File: src/rtl/irq_seq_pkg.sv
package irq_seq_pkg;
  typedef enum logic [1:0] {
    ST_IDLE = 2'd0,
    ST_HI   = 2'd1,
    ST_LO   = 2'd2,
    ST_DONE = 2'd3
  } seq_st_t;

  localparam logic [15:0] SVC_VECTOR = 16'h0038;
endpackage

File: src/rtl/irq_accept_gate.sv
module irq_accept_gate (
  input  logic       clk,
  input  logic       rst_n,
  input  logic       at_boundary,
  input  logic       irq_req,
  input  logic       ie1,
  input  logic [1:0] int_mode,
  input  logic       idle,
  output logic       take
);
  logic armed;

  assign take = idle && at_boundary && irq_req && ie1 && armed && !int_mode[1];

  always_ff @(posedge clk) begin
    if (!rst_n)        armed <= 1'b1;
    else if (take)     armed <= 1'b0;
    else if (!irq_req) armed <= 1'b1;
  end


  single_take_chk: assert property (@(posedge clk) disable iff (!rst_n)
    take |=> !take);


  held_req_chk: assert property (@(posedge clk) disable iff (!rst_n)
    (take && irq_req) |=> (irq_req |-> !take));
endmodule

File: src/rtl/irq_push_fsm.sv
module irq_push_fsm
  import irq_seq_pkg::*;
#(
  parameter int AW = 16,
  parameter int DW = 8
) (
  input  logic            clk,
  input  logic            rst_n,
  input  logic            take,
  input  logic [2*DW-1:0] pc_in,
  input  logic [AW-1:0]   sp_in,
  input  logic            wr_ready,
  output logic            wr_valid,
  output logic [AW-1:0]   wr_addr,
  output logic [DW-1:0]   wr_data,
  output logic            idle,
  output logic            done,
  output logic            last_ack,
  output logic [AW-1:0]   sp_final
);
  localparam logic [AW-1:0] ONE = AW'(1);
  localparam logic [AW-1:0] TWO = AW'(2);

  seq_st_t          st;
  logic [2*DW-1:0]  pc_cap;
  logic [AW-1:0]    sp_cap;

  assign idle     = (st == ST_IDLE);
  assign done     = (st == ST_DONE);
  assign wr_valid = (st == ST_HI) || (st == ST_LO);
  assign wr_addr  = (st == ST_HI) ? (sp_cap - ONE) : (sp_cap - TWO);
  assign wr_data  = (st == ST_HI) ? pc_cap[2*DW-1:DW] : pc_cap[DW-1:0];
  assign last_ack = (st == ST_LO) && wr_ready;
  assign sp_final = sp_cap - TWO;

  always_ff @(posedge clk) begin
    if (!rst_n) begin
      st     <= ST_IDLE;
      pc_cap <= '0;
      sp_cap <= '0;
    end else begin
      unique case (st)
        ST_IDLE: if (take) begin
          st     <= ST_HI;
          pc_cap <= pc_in;
          sp_cap <= sp_in;
        end
        ST_HI:   if (wr_ready) st <= ST_LO;
        ST_LO:   if (wr_ready) st <= ST_DONE;
        ST_DONE: st <= ST_IDLE;
        default: st <= ST_IDLE;
      endcase
    end
  end


  stall_hold_chk: assert property (@(posedge clk) disable iff (!rst_n)
    (wr_valid && !wr_ready) |=> (wr_valid && $stable(wr_addr) && $stable(wr_data)));


  addr_step_chk: assert property (@(posedge clk) disable iff (!rst_n)
    (st == ST_HI && wr_ready) |=> (wr_valid && wr_addr == $past(wr_addr) - ONE));


  done_pulse_chk: assert property (@(posedge clk) disable iff (!rst_n)
    done |=> !done);
endmodule

File: src/rtl/irq_accept_seq.sv
module irq_accept_seq
  import irq_seq_pkg::*;
#(
  parameter int AW = 16,
  parameter int DW = 8,
  parameter int RW = 8
) (
  input  logic            clk,
  input  logic            rst_n,
  input  logic            at_boundary,
  input  logic            irq_req,
  input  logic            ie1_in,
  input  logic            ie2_in,
  input  logic [1:0]      int_mode,
  input  logic [2*DW-1:0] pc_in,
  input  logic [AW-1:0]   sp_in,
  input  logic [RW-1:0]   rfr_in,
  output logic            wr_valid,
  input  logic            wr_ready,
  output logic [AW-1:0]   wr_addr,
  output logic [DW-1:0]   wr_data,
  output logic            busy,
  output logic            done,
  output logic            wake,
  output logic [2*DW-1:0] pc_out,
  output logic [AW-1:0]   sp_out,
  output logic [RW-1:0]   rfr_out,
  output logic            ie1_out,
  output logic            ie2_out
);
  localparam int RL = RW - 1;

  logic          take, idle, last_ack;
  logic [AW-1:0] sp_final;
  logic [RW-1:0] rfr_cap;

  irq_accept_gate u_gate (
    .clk(clk), .rst_n(rst_n), .at_boundary(at_boundary), .irq_req(irq_req),
    .ie1(ie1_in), .int_mode(int_mode), .idle(idle), .take(take)
  );

  irq_push_fsm #(.AW(AW), .DW(DW)) u_push (
    .clk(clk), .rst_n(rst_n), .take(take), .pc_in(pc_in), .sp_in(sp_in),
    .wr_ready(wr_ready), .wr_valid(wr_valid), .wr_addr(wr_addr),
    .wr_data(wr_data), .idle(idle), .done(done), .last_ack(last_ack),
    .sp_final(sp_final)
  );

  assign busy    = !idle;
  assign wake    = done;
  assign ie1_out = idle && ie1_in;
  assign ie2_out = idle && ie2_in;

  always_ff @(posedge clk) begin
    if (!rst_n) begin
      rfr_cap <= '0;
      pc_out  <= '0;
      sp_out  <= '0;
      rfr_out <= '0;
    end else begin
      if (take) rfr_cap <= rfr_in;
      if (last_ack) begin
        pc_out  <= (2*DW)'(SVC_VECTOR);
        sp_out  <= sp_final;
        rfr_out <= {rfr_cap[RL], rfr_cap[RL-1:0] + RL'(1)};
      end
    end
  end


  vector_chk: assert property (@(posedge clk) disable iff (!rst_n)
    done |-> (pc_out == (2*DW)'(SVC_VECTOR)));


  rfr_top_chk: assert property (@(posedge clk) disable iff (!rst_n)
    done |-> (rfr_out[RL] == rfr_cap[RL]));


  ie_drop_chk: assert property (@(posedge clk) disable iff (!rst_n)
    take |=> (!ie1_out && !ie2_out && busy));
endmodule

File: config.mk
export PLATFORM = sky130hd
export DESIGN_NAME = irq_accept_seq
export DESIGN_NICKNAME = d
export VERILOG_FILES = /design/src/rtl/irq_seq_pkg.sv /design/src/rtl/irq_accept_gate.sv /design/src/rtl/irq_push_fsm.sv /design/src/rtl/irq_accept_seq.sv
export SDC_FILE = /design/constraint.sdc
export NUM_CORES = 1
export LEC_CHECK = 0
export BUFFER_PORTS_ARGS = -buffer_cell sky130_fd_sc_hd__buf_2
export CAP_MARGIN = 20
export CELL_PAD_IN_SITES_DETAIL_PLACEMENT = 0
export CELL_PAD_IN_SITES_GLOBAL_PLACEMENT = 1
export CORE_UTILIZATION = 38
export CTS_CLUSTER_DIAMETER = 80
export CTS_CLUSTER_SIZE = 20
export DETAILED_ROUTE_END_ITERATION = 16
export HOLD_SLACK_MARGIN = 0.06
export PLACE_DENSITY = 0.91
export SYNTH_ARGS = -nofsm -noshare
export SYNTH_HDL_FRONTEND = slang
export SYNTH_SLANG_ARGS = --single-unit
File: constraint.sdc
create_clock -name clk -period 2.69 [get_ports clk]
set_input_delay 0.269 -clock clk [delete_from_list [all_inputs] [get_ports clk]]
set_output_delay 0.269 -clock clk [all_outputs]
set_load 0.005 [all_outputs]
==> results by group <==
STA
  – Clock skew: 0.0101 ns
  – Clock period minus worst slack: roughly 2.5 ns
  – Max-slew headroom: 59.6%
  – Fmax: roughly 0.4 GHz
  – Setup violations, final: 0
  – Final Max Tran Viols: 0
  – Worst slew pin tran: between 0.6 and 0.7 ns
  – RSZ-0062 raised after global routing: false
  – Crit share post-route: 93.4%
  – Sum Neg Setup Slack: 0 ns
  – PnR worst setup slack: between 0.15 and 0.2 ns
  – Final hold slack: approximately 0.15 ns
  – Final Hold Fails: 0

Floorplanning
  – FP Rows: 33
  – Die H: around 96 um
  – Core Box Area: approximately 0.0084 mm2
  – Die X: roughly 96 um
  – Die area: between 0.009 and 0.01 mm2
  – Initial Util: 40.0%
  – Io pins: around 120

Synth
  – Synth Warn #: 0
  – #FFs+latches synth: roughly 70
  – Synthesized instance count: roughly 420
  – Top cell type's share of synthesized area: 40.6%
  – Main flop type after synthesis: dfxtp_1
  – Post-synth EDFFs: 0
  – Largest cells by area after synthesis: dfxtp_1, nand2_1, a21oi_1, xor2_1, xnor2_1
  – Cell Area, Synth: 0.00335 mm2
  – Sequential fraction of the synthesis area: around two fifths
  – Async set-reset flop share out of synthesis: 0%
  – Leading area contributor after synthesis: dfxtp_1
  – Avg Cell Area, Syn: roughly 8.1 um2
  – Cell variety after synth: 41

Cells and area
  – Fillers: approximately 860
  – Share of post-route cells with drive strength above 1: approximately 29%
  – Area delta synth->final: 21.3%
  – Non-filler cells, final: 610
  – Post-route cell area: roughly 0.004 mm2
  – # nets final: 557
  – Commonest non-fill, non-tap cell in the layout: buf_2
  – Fin util: about half
  – Most frequent cells in the layout: buf_2, nand2_1, dfxtp_1

Route
  – Post-DRT Antenna Nets: 0
  – WL/cell: 13.0 um
  – Residual DRC: 0
  – Final WL: 7.91 mm
  – Via density: roughly 5
  – Initial DRT Pass Iterations: 6
  – Initial DRC Count: just over 80
  – Routed vias: 2970

CTS
  – H-Tree Depth: 3
  – Longest Clk Path Bufs: 2
  – CTS tree: done
  – Setup bufs post-CTS: 0
  – Clock latency on the worst-skew pair: roughly 0.35 ns
  – Root Buffer: clkbuf_8
  – Clock-pin slew on the worst setup and hold paths: roughly 0.080 ns
  – Num CTS Buffers: 9
  – Num Clock Sinks: between 60 and 70

Placed design
  – Hpwl dp: about 5.6 mm
  – Port Buf Inserts: 104
  – Placement Cell Area: ~0.0038 mm2
  – Place WS: ~0.43 ns
  – RD Place Congestion: 0.825
  – # placed instances: ~590

Pwr
  – Worst vdd ir: ~0.24 mV
  – Leakage power: 1.76 nW
  – Tot Pwr: 2.72 mW
  – PwrDens: around 670 mW/mm2

Global routing
  – Total grt overflow: 0
  – Vias in the first global route: between 2000 and 3000
  – Antenna violations before repair: 2
  – First-pass GRT wire length: 12.8 mm
  – GRT Total Usage: between 10% and 20%
  – Largest net degree at the start of global routing: between 50 and 60

Critical path
  – CP Data Required Time: between 2 and 2.5 ns
  – CP arrival: around 2.2 ns
  – CP Max Fanout: 10
  – CP Launch Type: register
  – Setup Crit Path Kind: reg -> out
  – Critical Path End Type: output port
  – R2R depth: 7

Job
  – Max-capacitance violation count: 0

Hold path
  – HP Class: in -> reg
  – Hold depth: 3

Status
  – Outcome: finished, final reports clean
layer usage:
metal | up-vias | global-route usage (%) | wire [um]
met1 | 1343 | 21.8 | 3450
met4 | 2 | 6.34 | 99
met3 | 12 | 5.13 | 547
li1 | 1520 | - | -
met5 | - | 0 | 13
met2 | 93 | 31.1 | 3800
worst paths after layout:
kind / startpoint / end / slack [ns]
hold reg to reg: rfr_out[7]$_SDFFE_PN0P_ / rfr_out[7]$_SDFFE_PN0P_ / 0.45
setup / recovery: u_push.sp_cap[1]$_SDFFE_PN0P_ / wr_addr[13] / 0.18
setup reg to reg: u_push.st[0]$_SDFFE_PN0P_ / u_push.st[1]$_SDFFE_PN0P_ / 0.75
hold / removal: pc_in[0] / u_push.pc_cap[0]$_SDFFE_PN0P_ / 0.15
cell families after synthesis:
group	share of synthesized area, %
muxes	3.58
DFF	40.6
other	0.112
adders and majority gates	3.36
AOI/OAI and AO/OA	13.1
xor gates and xnor gates	8.10
buffers and inverters	8.40
and+or+nand+nor	22.8
worst max-delay path: stages (launching register included):
cell	delay [ns]
dfxtp_1	0.36
inv_1	0.15
ha_1	0.22
or3b_4	0.49
nor4_2	0.21
o31ai_1	0.13
xnor2_1	0.20
buf_2	0.15
cell usage after synthesis, drive strengths merged (4+ instances only):
| cell type | number |
|---|---|
| ha | 9 |
| nand3 | 7 |
| nor3 | 10 |
| a211oi | 11 |
| clkbuf | 23 |
| and3 | 4 |
| nor4 | 8 |
| nand2 | 94 |
| nor2 | 22 |
| buf | 25 |
| a21oi | 51 |
| inv | 7 |
| xor2 | 16 |
| o21ai | 11 |
| mux2 | 8 |
| and2 | 4 |
| xnor2 | 15 |
| dfxtp | 68 |
where the power goes:
group	switching (mW)	total [mW]	internal [mW]
clock	0.413	0.939	0.526
combinational	0.358	0.673	0.315
sequential	0.0481	1.11	1.06
total	0.819	2.72	1.90
final cells by class:
cell class | count | area (um2) | area share, %
clock inverter | 7 | 98.8 | 2.43
timing repair buffer | 109 | 558 | 13.7
antenna | 1 | 2.50 | 0.0616
sequential | 68 | 1360 | 33.5
inverter | 7 | 26.3 | 0.646
clock buffer | 9 | 124 | 3.05
multi-input combinational | 304 | 1760 | 43.4
tap | 105 | 131 | 3.23
repair_timing:
item	4_1_cts	5_1_grt
hold buffers	0	0
setup endpoints to repair	0	4
resized for setup	0	2
registers in the layout (all words and copies together), names as in the netlist:
signal and cells:
sp_out 16, u_gate.armed 1, u_push.sp_cap 16, rfr_cap 8, rfr_out 8, u_push.pc_cap 16, u_push.st 2, pc_out 1
(Power assumes the default switching activity.)
